==> src/rtl/cycler_pkg.sv <==
// Shared constants for the cathode exerciser: tube count, BCD nibble
// positions of the time fields and the hour that the daily schedule uses.
package cycler_pkg;
    localparam int TUBES      = 6;
    localparam int NIB        = 4;
    localparam int BCD_W      = TUBES * NIB;
    localparam int SEC_U      = 0;
    localparam int SEC_T      = 1;
    localparam int MIN_U      = 2;
    localparam int MIN_T      = 3;
    localparam int HR_U       = 4;
    localparam int HR_T       = 5;
    localparam logic [NIB-1:0] DAILY_HR_T = 4'd0;
    localparam logic [NIB-1:0] DAILY_HR_U = 4'd3;
    localparam logic [NIB-1:0] TOP_NUMERAL = 4'd9;

    // Extract nibble idx of a packed BCD time word.
    function automatic logic [NIB-1:0] nib(input logic [BCD_W-1:0] v, input int idx);
        return v[idx*NIB +: NIB];
    endfunction
endpackage

==> src/rtl/sweep_trigger.sv <==
// Decides when an override begins. Purely combinational.
// Assumes live_bcd is valid BCD and tick is a single-cycle strobe.
module sweep_trigger
    import cycler_pkg::*;
(
    input  logic [BCD_W-1:0] live_bcd,
    input  logic             tick,
    input  logic             enable,
    input  logic             daily_sel,
    input  logic             idle,
    output logic             start
);
    logic on_hour;
    logic hour_ok;

    // Minutes and seconds both read zero, and the hour matches when daily.
    always_comb begin
        on_hour = (nib(live_bcd, SEC_U) == '0) && (nib(live_bcd, SEC_T) == '0) &&
                  (nib(live_bcd, MIN_U) == '0) && (nib(live_bcd, MIN_T) == '0);
        hour_ok = !daily_sel ||
                  ((nib(live_bcd, HR_T) == DAILY_HR_T) && (nib(live_bcd, HR_U) == DAILY_HR_U));
        start   = tick && enable && idle && on_hour && hour_ok;
    end
endmodule

==> src/rtl/step_timer.sv <==
// Produces one step strobe every STEP_CYCLES cycles while run is high.
// restart or a low run clears the count, so the first step of a sweep
// comes exactly STEP_CYCLES cycles after run rises.
module step_timer #(
    parameter int STEP_CYCLES = 1000000
) (
    input  logic clk,
    input  logic rst_n,
    input  logic run,
    input  logic restart,
    output logic step
);
    localparam int CNT_W = (STEP_CYCLES > 1) ? $clog2(STEP_CYCLES) : 1;
    localparam logic [CNT_W-1:0] LAST = CNT_W'(STEP_CYCLES - 1);

    logic [CNT_W-1:0] cnt;

    // Count cycles within the current numeral.
    always_ff @(posedge clk) begin
        if (!rst_n) begin
            cnt <= '0;
        end else if (restart || !run) begin
            cnt <= '0;
        end else if (cnt == LAST) begin
            cnt <= '0;
        end else begin
            cnt <= cnt + 1'b1;
        end
    end

    // Strobe on the last cycle of a numeral.
    always_comb step = run && (cnt == LAST);
endmodule

==> src/rtl/sweep_sequencer.sv <==
// Holds the override state: the active flag, the numeral on show and the
// pass counter. It advances the numeral on each step and ends after
// PASSES full walks. An abort clears the state at once. A start is only
// taken while idle.
module sweep_sequencer
    import cycler_pkg::*;
#(
    parameter int PASSES = 5
) (
    input  logic           clk,
    input  logic           rst_n,
    input  logic           start,
    input  logic           step,
    input  logic           abort,
    output logic           active,
    output logic [NIB-1:0] numeral
);
    localparam int PASS_W = (PASSES > 1) ? $clog2(PASSES) : 1;
    localparam logic [PASS_W-1:0] LAST_PASS = PASS_W'(PASSES - 1);

    logic [PASS_W-1:0] pass_q;

    // Sweep state register: start, step through numerals, count passes.
    always_ff @(posedge clk) begin
        if (!rst_n) begin
            active  <= 1'b0;
            numeral <= '0;
            pass_q  <= '0;
        end else if (abort) begin
            active  <= 1'b0;
            numeral <= '0;
            pass_q  <= '0;
        end else if (start && !active) begin
            active  <= 1'b1;
            numeral <= '0;
            pass_q  <= '0;
        end else if (active && step) begin
            if (numeral == TOP_NUMERAL) begin
                numeral <= '0;
                if (pass_q == LAST_PASS) begin
                    active <= 1'b0;
                    pass_q <= '0;
                end else begin
                    pass_q <= pass_q + 1'b1;
                end
            end else begin
                numeral <= numeral + 1'b1;
            end
        end
    end
endmodule

==> src/rtl/display_mux.sv <==
// Chooses, per tube, between the live digit and the sweep numeral.
module display_mux
    import cycler_pkg::*;
(
    input  logic             override,
    input  logic [NIB-1:0]   numeral,
    input  logic [BCD_W-1:0] live_bcd,
    output logic [BCD_W-1:0] shown_bcd
);
    for (genvar t = 0; t < TUBES; t++) begin : g_tube
        // One selector per tube position.
        always_comb shown_bcd[t*NIB +: NIB] = override ? numeral : live_bcd[t*NIB +: NIB];
    end
endmodule

==> src/rtl/cathode_exerciser.sv <==
// Top of the cathode exerciser. It passes the live time to the display
// and, on the hourly or 03:00 schedule, overrides all tubes with a
// repeated 0..9 walk. It never touches the time source.
// Assumes a synchronous active-low reset and a one-cycle tick.
module cathode_exerciser
    import cycler_pkg::*;
#(
    parameter int STEP_CYCLES = 1000000,
    parameter int PASSES      = 5
) (
    input  logic             clk,
    input  logic             rst_n,
    input  logic [BCD_W-1:0] live_bcd,
    input  logic             tick,
    input  logic             daily_sel,
    input  logic             enable,
    output logic [BCD_W-1:0] shown_bcd,
    output logic             busy
);
    logic           start;
    logic           step;
    logic           active;
    logic [NIB-1:0] numeral;

    sweep_trigger u_trig (
        .live_bcd (live_bcd),
        .tick     (tick),
        .enable   (enable),
        .daily_sel(daily_sel),
        .idle     (!active),
        .start    (start)
    );

    step_timer #(.STEP_CYCLES(STEP_CYCLES)) u_timer (
        .clk    (clk),
        .rst_n  (rst_n),
        .run    (active),
        .restart(start),
        .step   (step)
    );

    sweep_sequencer #(.PASSES(PASSES)) u_seq (
        .clk    (clk),
        .rst_n  (rst_n),
        .start  (start),
        .step   (step),
        .abort  (!enable),
        .active (active),
        .numeral(numeral)
    );

    // Enable gates the override so that an abort shows in the same cycle.
    always_comb busy = active && enable;

    display_mux u_mux (
        .override (busy),
        .numeral  (numeral),
        .live_bcd (live_bcd),
        .shown_bcd(shown_bcd)
    );
endmodule

==> config.mk <==
export PLATFORM = sky130hd
export DESIGN_NAME = cathode_exerciser
export DESIGN_NICKNAME = d
export VERILOG_FILES = /design/src/rtl/cycler_pkg.sv /design/src/rtl/sweep_trigger.sv /design/src/rtl/step_timer.sv /design/src/rtl/sweep_sequencer.sv /design/src/rtl/display_mux.sv /design/src/rtl/cathode_exerciser.sv
export SDC_FILE = /design/constraint.sdc
export NUM_CORES = 1
export LEC_CHECK = 0
export BUFFER_PORTS_ARGS = -buffer_cell sky130_fd_sc_hd__buf_2
export CAP_MARGIN = 30
export CORE_ASPECT_RATIO = 1.1
export CORE_MARGIN = 3
export CORE_UTILIZATION = 45
export DETAILED_ROUTE_END_ITERATION = 10
export HOLD_SLACK_MARGIN = 0.06
export PLACE_DENSITY = 0.83
export SLEW_MARGIN = 20
export SYNTH_ARGS = -nofsm -noshare
export SYNTH_HDL_FRONTEND = slang
export SYNTH_SLANG_ARGS = --single-unit
==> constraint.sdc <==
create_clock -name clk -period 1.92 [get_ports clk]
set_input_delay 0.288 -clock clk [delete_from_list [all_inputs] [get_ports clk]]
set_output_delay 0.288 -clock clk [all_outputs]
set_load 0.02 [all_outputs]
### Word-level counts from Yosys, hierarchy flattened

Cells that the tools add are included.

* mux-type cells: 12
* bitwise operators: 2
* add/subtract/negate cells: 3
* reductions and logical operators: 29
* equality and inequality tests: 4

Operators by type and width (count)
* $mux W4: 7
* $add A20 B1 Y20 const B: 1
* $eq A20 B20 Y1 const B: 1
* $logic_not A4 Y1: 5
* $logic_and A1 B1 Y1: 12
* $reduce_bool A2 Y1: 3
* $reduce_or A3 Y1: 2
* $add A4 B1 Y4 const B: 1
* $eq A4 B2 Y1 const B: 1
* $eq A4 B4 Y1 const B: 1
* $mux W1: 4
* $reduce_and A2 Y1: 2
* $add A3 B1 Y3 const B: 1
* $eq A3 B3 Y1 const B: 1
* $mux W3: 1
* $reduce_and A3 Y1: 1
* $logic_not A1 Y1: 2
* $logic_or A1 B1 Y1: 2
* $not A1 Y1: 2

* output and inout bits: 25
* bits of input ports: 29
* bits in registers: 28
* word-level logic and storage cells: 54

### Longest topological paths before layout

Gate-level depths: netlist of run 1.

* depth in word-level cells: 9
* mapped depth: 7
* depth with buffers taken out: 6

### By module

A second synthesis of run 1 with hierarchy kept.

* cell total of the unflattened synthesis: 197
* area total of the unflattened synthesis: 1850.5 µm²

By module, submodules not included
* step_timer: sequential area each 400.4 µm², times used 1, cells an instance 110, area an instance 937.1 µm²
* sweep_sequencer: sequential area each 160.2 µm², times used 1, cells an instance 46, area an instance 411.6 µm²
* display_mux: sequential area each 0.0 µm², times used 1, cells an instance 27, area an instance 396.6 µm²
* sweep_trigger: sequential area each 0.0 µm², times used 1, cells an instance 11, area an instance 91.3 µm²
* cathode_exerciser: sequential area each 0.0 µm², times used 1, cells an instance 3, area an instance 13.8 µm²

### Worst setup path before layout of run 1

Ideal clock, no wire load.

* path kind: register to register
* start: register u_timer.cnt[0]
* end: register u_seq.numeral[1]
* data required time: 1.849 ns
* arrival time: 1.894 ns
* library setup time: 0.071 ns
* clock period less this slack: 1.965 ns
* path slack: -0.045 ns
* stages on the path, launching flop included: 7
* path buffers: 1
* path through: dfxtp_1 ha_1 nand2_1 or4_1 buf_2 or4_1 a21oi_1

* longest elaborated chain between the ends: 3

Ends and longest elaborated chain
* start, declared: RTL line step_timer.sv:16 `logic [CNT_W-1:0] cnt;`
* start signal, assigned: RTL line step_timer.sv:27 `cnt <= cnt + 1'b1;`
* $eq A20 B20 Y1: RTL line step_timer.sv:32 `always_comb step = run && (cnt == LAST);`
* $logic_and A1 B1 Y1: RTL line step_timer.sv:32
* $logic_and A1 B1 Y1: RTL line sweep_sequencer.sv:37 `end else if (active && step) begin`
* end signal, assigned: RTL line sweep_sequencer.sv:47 `numeral <= numeral + 1'b1;`
* end, declared: RTL line sweep_sequencer.sv:16 `output logic [NIB-1:0] numeral`

Every way passes these cells.
A chain may end at the register's enable or synchronous reset.

### Worst setup path in the final report of run 1

* start: register u_timer.cnt[0]
* end: register u_seq.numeral[0]

The elaborated chain is that of the path after synthesis.

==> results of run 1 <==
-- critical path, cell delays in order (launching register included) --
cell     delay [ns]
dfxtp_2        0.36
ha_2           0.16
nand2_1        0.06
or4_4          0.55
buf_4          0.17
or3_1          0.35
a21oi_2        0.14
-- cell type report --
class | instances | area, µm² | share of cell area, %
multi-input combinational | 160 | 1030 | 48.2
sequential | 28 | 563 | 26.5
clock buffer | 4 | 36.3 | 1.71
inverter | 7 | 26.3 | 1.24
timing repair buffer | 73 | 415 | 19.5
tap | 48 | 60.1 | 2.82
-- layer usage --
metal | vias to the layer above | track usage [%] | wire (µm)
li1 | 875 | - | -
met2 | 44 | 32.4 | 2080
met1 | 776 | 20.4 | 1720
met3 | 6 | 2.59 | 212
met4 | 0 | 4.80 | 39
met5 | - | 0 | 0
-- synthesized netlist by cell type (2+ instances only) --
master	number	area (µm²)
dfxtp_1	28	561
a21o_1	24	180
nor2_1	21	78.8
nand2_1	13	48.8
xnor2_1	13	114
nand3_1	10	50.1
a21oi_1	9	45.0
clkbuf_1	8	30.0
o21ai_0	8	40.0
inv_1	7	26.3
nor4_1	7	43.8
nor3_1	6	30.0
or3_1	6	37.5
nand4_1	5	31.3
and3_1	4	25.0
nor4b_1	4	35.0
o31ai_1	4	30.0
or4_1	4	30.0
buf_2	3	15.0
ha_1	3	37.5
and2_2	2	15.0
nor3b_1	2	15.0
or3_2	2	15.0
xor2_1	2	17.5
-- sequential cells by signal (all words and copies together), names as in the netlist --
| name | count |
|---|---|
| u_timer.cnt | 20 |
| u_seq.numeral | 4 |
| u_seq.pass_q | 3 |
| u_seq.active | 1 |
-- kinds of logic (layout without fill, tap and decap cells) --
| family | after synthesis | count (layout) | share of synthesized area (%) |
|---|---|---|---|
| AO/OA/AOI/OAI | 49 | 49 | 19.6 |
| XOR/XNOR | 15 | 15 | 7.92 |
| adder cells (fa/ha/maj) | 3 | 3 | 2.26 |
| buffers and inverters | 19 | 84 | 5.13 |
| flip-flops | 28 | 28 | 33.8 |
| AND/OR/NAND/NOR | 93 | 93 | 31.2 |
-- power by group through the flow --
stage	Sequential, µW	Combinational, µW	Clock, µW
6_report	581	130	282
4_1_cts	581	130	302
2_1_floorplan	594	66.5	0
3_5_place_dp	594	129	0
3_3_place_gp	594	128	0
5_1_grt	581	140	311
-- timing repair --
action / 4_1_cts / 5_1_grt
gates cloned: 0 / 0
setup endpoints to repair: 5 / 2
hold buffers: 0 / 0
pin swaps: 0 / 1
resized for setup: 1 / 3
-- layout by cell type (no fill, tap or decap), types with 5 or more instances in the layout --
master / count
a21oi_1: 7
nand3_1: 10
nor3_1: 6
a21o_1: 24
nand4_1: 5
or3_1: 6
buf_2: 53
dfxtp_1: 26
inv_1: 7
o21ai_0: 8
nand2_1: 13
nor4_1: 7
xnor2_1: 13
nor2_1: 21
buf_4: 20
-- worst max path at each step --
stage	end	cells past startpoint	slack, ns
floorplan	u_seq.numeral[1]$_SDFFE_PP0P_	6	0.03
global placement	u_seq.pass_q[0]$_SDFFE_PP0P_	5	0.009
detailed placement	u_seq.numeral[0]$_SDFFE_PP0P_	6	-0.05
CTS	u_seq.numeral[0]$_SDFFE_PP0P_	6	0.05
global route	u_seq.pass_q[0]$_SDFFE_PP0P_	5	0.004
finish	u_seq.numeral[0]$_SDFFE_PP0P_	6	0.07
-- metrics by stage --
step | setup slack (ns) | power, µW | instances
after floorplan | 0.0252 | 660 | 207
after global placement | 0.00919 | 722 | 316
after detailed placement | -0.0491 | 723 | 316
after CTS | 0.0544 | 1010 | 320
after global routing | 0.00423 | 1030 | 320
final | 0.0689 | 993 | 320
==> results.txt, run 1 <==
GRT overflow -> 0
Setup_tns -> 0 ns
Layout Skew -> 0.0122 ns
Final Max Slew Viols -> 0
Net Sw Power -> 236 µW
Crit-path max FO -> 10
Setup Fix Bufs, Post-CTS -> 0
# setup viols final -> 0
Layout overhead on the synthesized area -> 28.3%
Peak supply drop -> 0.400 mV
CTS buffer count -> 3
Vias in the first global route -> 1593
Hold path startpoint -> rst_n
Clock latency on the worst-skew pair -> 0.33 ns
Post-synthesis average cell area -> 8.01 µm²
Vias -> 1701
Crit path kind -> reg2reg
Tmin final -> 1.85 ns
Worst hold path class -> in2reg
FF-to-FF End -> u_seq.numeral[0]$_SDFFE_PP0P_
Crit path from -> u_timer.cnt[0]$_SDFF_PP0_
Diodes inserted -> 0
Post-synth top flop -> dfxtp_1
CP Capture Type -> flip-flop
Synth cell types -> 36
Global-route wire length before repair -> 6680 µm
Longest Clk Path Bufs -> 2
Pint -> 757 µW
Core Util, Final -> 61.8%
Slew HR -> 77.3%
Clock-pin slew on the worst setup and hold paths -> 0.15 ns
CP startpoint kind -> flip-flop
Die extent in x -> 63.9 µm
Part of the power in registers -> 58.5%
Hold EP -> u_seq.active$_SDFFE_PN0P_
Final hold vios -> 0
Flop2flop setup slack -> 0.07 ns
Final #Nets -> 305
DRC viols -> 0
Die Area -> 4450 µm²
Number of synthesized flops with an enable pin -> 0
Max Cap Viol -> 0
Synthesized instance count -> 207
Outcome -> completed
Largest net degree at the start of global routing -> 26
Per-cell routed wire length -> 12.6 µm
Total track usage -> 17.5%
WHS -> 0.348 ns
Syn. warnings -> 0
Gpl congestion -> 0.763
Design area -> 2130 µm²
Achievable frequency -> 0.540 GHz
Comb power frac -> 13.1%
Total Routed Length -> 4040 µm
CORE AREA -> 3440 µm²
Arr. time, crit path -> 2.13 ns
Antenna-violating nets left -> 0
Clock power share -> 28.4%
FFs w/ async S/R, synth -> 0%
Cell Area, Synth -> 1660 µm²
Register bit total from synthesis -> 28
CTS tree -> built
Port buffer count -> 53
FP Rows -> 22
Filler cells -> 323
Crit Reg-Reg Startpoint -> u_timer.cnt[0]$_SDFF_PP0_
Initial DRT Pass Iterations -> 4
CTS Root Cell -> clkbuf_4
Register area share after synthesis -> 33.8%
PwrDens -> 467 nW/µm²
Via density -> 5.32
Worst-Margin Slew -> 0.336 ns
RSZ-0062 raised after global routing -> false
Detailed placement HPWL -> 3090 µm
WP data required -> 2.20 ns
Htree depth -> 1
Die H -> 69.7 µm
IO Pins -> 54
Ratio of final minimum period to clock period -> 96.4%
Initial Util -> 48.2%
Drt initial violations -> 63
Worst Hold Depth -> 3
Mapped Nets -> 239
Reg2Reg Depth -> 6
Switching share of total power -> 23.8%
Initial antenna violation count -> 0
Placed Area -> 2080 µm²
Static Leak -> 0.000883 µW
Clock Sinks -> 28
Share of cells above drive strength 1 -> 32.4%
No activity file was read; power rests on OpenSTA's default activity.
==> run 2: changes to the inputs <==
MAX_ROUTING_LAYER = met4   (was default)
PLACE_DENSITY = 0.75   (was 0.83)
==> results.txt, run 2 (same netlist as run 1, synthesis figures left out) <==
Critical Path Stages -> 6 (unchanged)
Flop2flop setup slack -> 0.05 ns (-0.02 ns)
Gpl congestion -> 0.787 (+3.1%)
Top reg by flops -> u_timer.cnt
Slew HR -> 78.3% (+1.1 points)
CP startpoint kind -> flip-flop
Arr. time, crit path -> 2.15 ns (+0.02 ns)
WP data required -> 2.20 ns (about the same)
CORE AREA -> 3440 µm² (unchanged)
Detailed placement HPWL -> 3060 µm (-1.2%)
Tmin final -> 1.87 ns (+0.0158 ns)
GR Util met1 -> 19.4% (-1.1 points)
Clock latency on the worst-skew pair -> 0.33 ns (about the same)
Vias -> 1723 (+1.3%)
Buf/Inv on CP -> 1 (unchanged)
Worst path cell trace -> ha_4, nand2_2, or4_4, buf_6, or4b_4, a21oi_2
Per-cell routed wire length -> 12.4 µm (-1.6%)
Filler cells -> 313 (-3.1%)
Die extent in x -> 63.9 µm (unchanged)
Worst-Margin Slew -> 0.320 ns (-0.0161 ns)
Slowest stage cell, crit path -> or4b_4
Setup_tns -> 0 ns (unchanged)
Worst path top cell family by delay -> simple AND/OR/NAND/NOR gates
Initial Util -> 48.2% (unchanged)
Port buffer count -> 53 (unchanged)
GRT overflow -> 0 (unchanged)
Outcome -> completed
M3 GR Usage -> 3.24% (+0.65 points)
Die H -> 69.7 µm (unchanged)
Die Area -> 4450 µm² (unchanged)
Leading cell type in the layout, fill and taps excluded -> buf_2
Share of cells above drive strength 1 -> 33.6% (+1.2 points)
Crit path from -> u_timer.cnt[1]$_SDFF_PP0_
Hold_buf cts -> 0 (unchanged)
Crit-path max FO -> 8 (-2)
FP Rows -> 22 (unchanged)
Via density -> 5.35 (+0.66%)
Total track usage -> 17.8% (+0.29 points)
Static Leak -> 0.000896 µW (+1.5%)
Reg2Reg Depth -> 6 (unchanged)
# setup viols final -> 0 (unchanged)
Longest Clk Path Bufs -> 2 (unchanged)
Met2 GRT Util -> 33.1% (+0.69 points)
Layout Skew -> 0.00649 ns (-0.00571 ns)
Initial DRT Pass Iterations -> 4 (unchanged)
Drt initial violations -> 46 (-27%)
DRC viols -> 0 (unchanged)
Crit Reg-Reg Startpoint -> u_timer.cnt[1]$_SDFF_PP0_
CTS Root Cell -> clkbuf_4
Initial antenna violation count -> 0 (unchanged)
Area of the multi-input gates -> 1040 µm² (+1.8%)
PwrDens -> 460 nW/µm² (-1.4%)
Peak supply drop -> 0.251 mV (-37%)
Worst path max stage delay -> 0.51 ns (-0.04 ns)
Htree depth -> 1 (unchanged)
Biggest regs -> u_timer.cnt: 20 flops, u_seq.numeral: 4 flops, u_seq.pass_q: 3 flops
Final Max Slew Viols -> 0 (unchanged)
Worst hold path class -> in2reg
CP Capture Type -> flip-flop
Commonest non-fill, non-tap cells in the layout -> 54 x buf_2, 26 x dfxtp_1, 24 x a21o_1, 21 x nor2_1, 20 x buf_4
RSZ-0062 raised after global routing -> true
Final hold vios -> 0 (unchanged)
Ratio of final minimum period to clock period -> 97.2% (+0.82 points)
Setup slack after layout -> 0.0531 ns (-0.0158 ns)
Global-route wire length before repair -> 6460 µm (-3.3%)
Crit path kind -> reg2reg
Largest net degree at the start of global routing -> 26 (unchanged)
Sequential cell area -> 563 µm² (unchanged)
FF-to-FF End -> u_seq.pass_q[0]$_SDFFE_PP0P_
Diodes inserted -> 0 (unchanged)
Vias in the first global route -> 1589 (-0.25%)
Layout overhead on the synthesized area -> 30.4%
Antenna-violating nets left -> 0 (unchanged)
Final #Nets -> 307 (+0.66%)
CTS buffer count -> 3 (unchanged)
GR peak layer -> met2
CTS tree -> built
Clock-pin slew on the worst setup and hold paths -> 0.15 ns (about the same)
Max Cap Viol -> 0 (unchanged)
Clock Sinks -> 28 (unchanged)
Setup crit end -> u_seq.pass_q[0]$_SDFFE_PP0P_
Pre-CTS setup slack -> 0.00747 ns (+0.0565 ns)
IO Pins -> 54 (unchanged)
Largest register FFs -> 20 (unchanged)
Achievable frequency -> 0.536 GHz (-0.85%)
Total Routed Length -> 4000 µm (-0.94%)
==> run 2: worst min-delay path by stage <==
stage | startpoint | end | slack [ns] | cells after the start
detailed placement | u_timer.cnt[19]$_SDFF_PP0_ | u_timer.cnt[19]$_SDFF_PP0_ | 0.47 | 2
CTS | live_bcd[15] | u_seq.active$_SDFFE_PN0P_ | 0.32 | 4
floorplan | u_timer.cnt[0]$_SDFF_PP0_ | u_timer.cnt[0]$_SDFF_PP0_ | 0.41 | 1
finish | live_bcd[15] | u_seq.active$_SDFFE_PN0P_ | 0.34 | 4
global route | live_bcd[15] | u_seq.active$_SDFFE_PN0P_ | 0.33 | 4
global placement | u_timer.cnt[19]$_SDFF_PP0_ | u_timer.cnt[19]$_SDFF_PP0_ | 0.47 | 2
==> run 2: stage by stage <==
step	area [µm²]	util, %	power, µW	cells	hold slack [ns]
after floorplan	1670	-	660	207	0.408
after global placement	2070	60.2	723	315	0.467
after detailed placement	2070	60.2	724	315	0.473
after CTS	2110	61.5	1010	319	0.318
after global routing	2160	62.8	1040	322	0.328
final	2160	62.8	995	322	0.335
==> run 2: power by group <==
group	switching, µW	internal, µW	total [µW]
Sequential	0.0000371	581	581
Clock	168	116	284
Combinational	70.3	59.6	130
==> run 2: tightest hold or removal path: stages <==
cell	delay, ns
buf_2	0.08
or3_2	0.11
nor3_1	0.05
o2bb2ai_1	0.11
==> run 2: area by class of cell <==
class                   count  area share, %
well taps                  48           2.78
repair buffers             75           20.0
inverters                   7           1.22
clock buffers               4           1.68
multi-input cells         160           48.3
flip-flops and latches     28           26.0
==> run 2: routing by layer <==
metal	vias to the layer above	share of wire, %
met4	0	0.55
met2	28	54
met5	-	0
met3	3	3.2
li1	886	-
met1	806	42
==> run 2: timing repair <==
item	in CTS	in global routing
gates resized for setup	3	5
pin swaps	0	3
setup buffers	0	2
gates cloned	0	1
endpoints found under the setup margin	2	10
==> run 3: changes to the inputs <==
RECOVER_POWER = 25   (was default)
TNS_END_PERCENT = 30   (was default)
==> results.txt, run 3 (same netlist as run 1, synthesis figures left out) <==
Outcome -> completed
Final hold vios -> 0 (unchanged)
Dpl cells -> 315 (unchanged)
Tmin final -> 1.87 ns (+0.000181 ns)
Layout overhead on the synthesized area -> 30.4% (unchanged)
CTS tree -> built
Initial DRT Pass Iterations -> 4 (unchanged)
Static Leak -> 0.000896 µW (about the same)
Longest Clk Path Bufs -> 2 (unchanged)
Worst hold path class -> in2reg
Diodes inserted -> 0 (unchanged)
CTS Root Cell -> clkbuf_4
Total track usage -> 17.8% (unchanged)
DRC viols -> 0 (unchanged)
Largest register FFs -> 20 (unchanged)
Total power -> 996 µW (about the same)
# setup viols final -> 0 (unchanged)
Drt initial violations -> 64 (+39%)
Total Routed Length -> 4010 µm (+0.15%)
Slew HR -> 78.3% (unchanged)
CP startpoint kind -> flip-flop
PwrDens -> 460 nW/µm² (about the same)
Clock Sinks -> 28 (unchanged)
Switching share of total power -> 24.0% (about the same)
Vias -> 1731 (+0.46%)
Antenna-violating nets left -> 0 (unchanged)
Global-route wire length before repair -> 6460 µm (unchanged)
Die extent in x -> 63.9 µm (unchanged)
WP data required -> 2.20 ns (about the same)
CP Capture Type -> flip-flop
Filler cells -> 313 (unchanged)
Die H -> 69.7 µm (unchanged)
Comb power frac -> 13.1% (about the same)
Peak supply drop -> 0.250 mV (-0.25%)
Final #Nets -> 307 (unchanged)
Top reg by flops -> u_timer.cnt
FP Rows -> 22 (unchanged)
Die Area -> 4450 µm² (unchanged)
Net Sw Power -> 239 µW (+0.12%)
Design area -> 2160 µm² (unchanged)
Clock latency on the worst-skew pair -> 0.32 ns (about the same)
Hold_buf cts -> 0 (unchanged)
Arr. time, crit path -> 2.15 ns (about the same)
Via density -> 5.38 (+0.46%)
Achievable frequency -> 0.536 GHz (about the same)
Commonest non-fill, non-tap cells in the layout -> 54 x buf_2, 26 x dfxtp_1, 24 x a21o_1, 21 x nor2_1, 20 x buf_4
Per-cell routed wire length -> 12.5 µm (+0.15%)
Initial Util -> 48.2% (unchanged)
CORE AREA -> 3440 µm² (unchanged)
Pint -> 757 µW (about the same)
Share of cells above drive strength 1 -> 33.6% (unchanged)
Layout Skew -> 0.00520 ns (-0.00129 ns)
Detailed placement HPWL -> 3060 µm (unchanged)
Final cell count without fillers -> 322 (unchanged)
Biggest regs -> u_timer.cnt: 20 flops, u_seq.numeral: 4 flops, u_seq.pass_q: 3 flops
Placed Area -> 2070 µm² (unchanged)
Part of the power in registers -> 58.4% (about the same)
Largest net degree at the start of global routing -> 26 (unchanged)
Crit path kind -> reg2reg
GRT overflow -> 0 (unchanged)
Crit-path max FO -> 8 (unchanged)
Final Max Slew Viols -> 0 (unchanged)
Initial antenna violation count -> 0 (unchanged)
CTS buffer count -> 3 (unchanged)
Htree depth -> 1 (unchanged)
Leading cell type in the layout, fill and taps excluded -> buf_2
Port buffer count -> 53 (unchanged)
Core Util, Final -> 62.8% (unchanged)
Ratio of final minimum period to clock period -> 97.2% (about the same)
Clock power share -> 28.6% (about the same)
Worst-Margin Slew -> 0.320 ns (unchanged)
Clock-pin slew on the worst setup and hold paths -> 0.15 ns (about the same)
Gpl congestion -> 0.787 (unchanged)
Vias in the first global route -> 1589 (unchanged)
Max Cap Viol -> 0 (unchanged)
IO Pins -> 54 (unchanged)
[run 3: layer usage]
layer / part of all wire, % / global-route usage [%] / up-vias
met4: 0.55 / 3.60 / 0
met3: 3.8 / 3.24 / 3
met2: 53 / 33.1 / 38
met5: 0 / - / -
met1: 42 / 19.4 / 803
li1: - / - / 887
[run 3: power groups by stage]
stage,Sequential [µW],Clock (µW),Combinational [µW]
finish,581,284,130
global route,582,321,140
CTS,581,302,130
detailed placement,594,0,130
global placement,594,0,129
floorplan,594,0,66.5
[run 3: final cells by class]
type / instances / area [µm²] / area share [%]
clock buffer: 4 / 36.3 / 1.68
inverter: 7 / 26.3 / 1.22
multi-input combinational: 160 / 1040 / 48.3
sequential: 28 / 563 / 26.0
tap: 48 / 60.1 / 2.78
timing repair buffer: 75 / 432 / 20.0
[run 3: worst paths after layout]
check	cells after the start	slack [ns]	start	to
worst max register to register	6	0.05	u_timer.cnt[1]$_SDFF_PP0_	u_seq.pass_q[0]$_SDFFE_PP0P_
worst min-delay path	4	0.33	live_bcd[15]	u_seq.active$_SDFFE_PN0P_
worst max-delay path	6	0.05	u_timer.cnt[1]$_SDFF_PP0_	u_seq.pass_q[0]$_SDFFE_PP0P_
worst min register to register	2	0.49	u_timer.cnt[19]$_SDFF_PP0_	u_timer.cnt[19]$_SDFF_PP0_
[run 3: worst max-delay path, stage by stage (launching register included)]
cell and delay [ns]:
dfxtp_2 0.38, ha_4 0.13, nand2_2 0.05, or4_4 0.49, buf_6 0.15, or4b_4 0.51, a21oi_2 0.11
[run 3: metrics by stage]
step                hold slack [ns]   TNS, ns  worst slack, ns
global placement              0.467         0           0.0205
CTS                           0.318  -0.00347         -0.00347
detailed placement            0.473         0          0.00747
finish                        0.334         0           0.0529
global route                  0.328   -0.0218          -0.0187
floorplan                     0.408         0           0.0252
[run 3: what timing repair did]
item / 4_1_cts / 5_1_grt
buffers inserted: 0 / 2
endpoints found under the setup margin: 2 / 19
gates resized for setup: 2 / 6
pin swaps: 1 / 2
cloned: 0 / 1
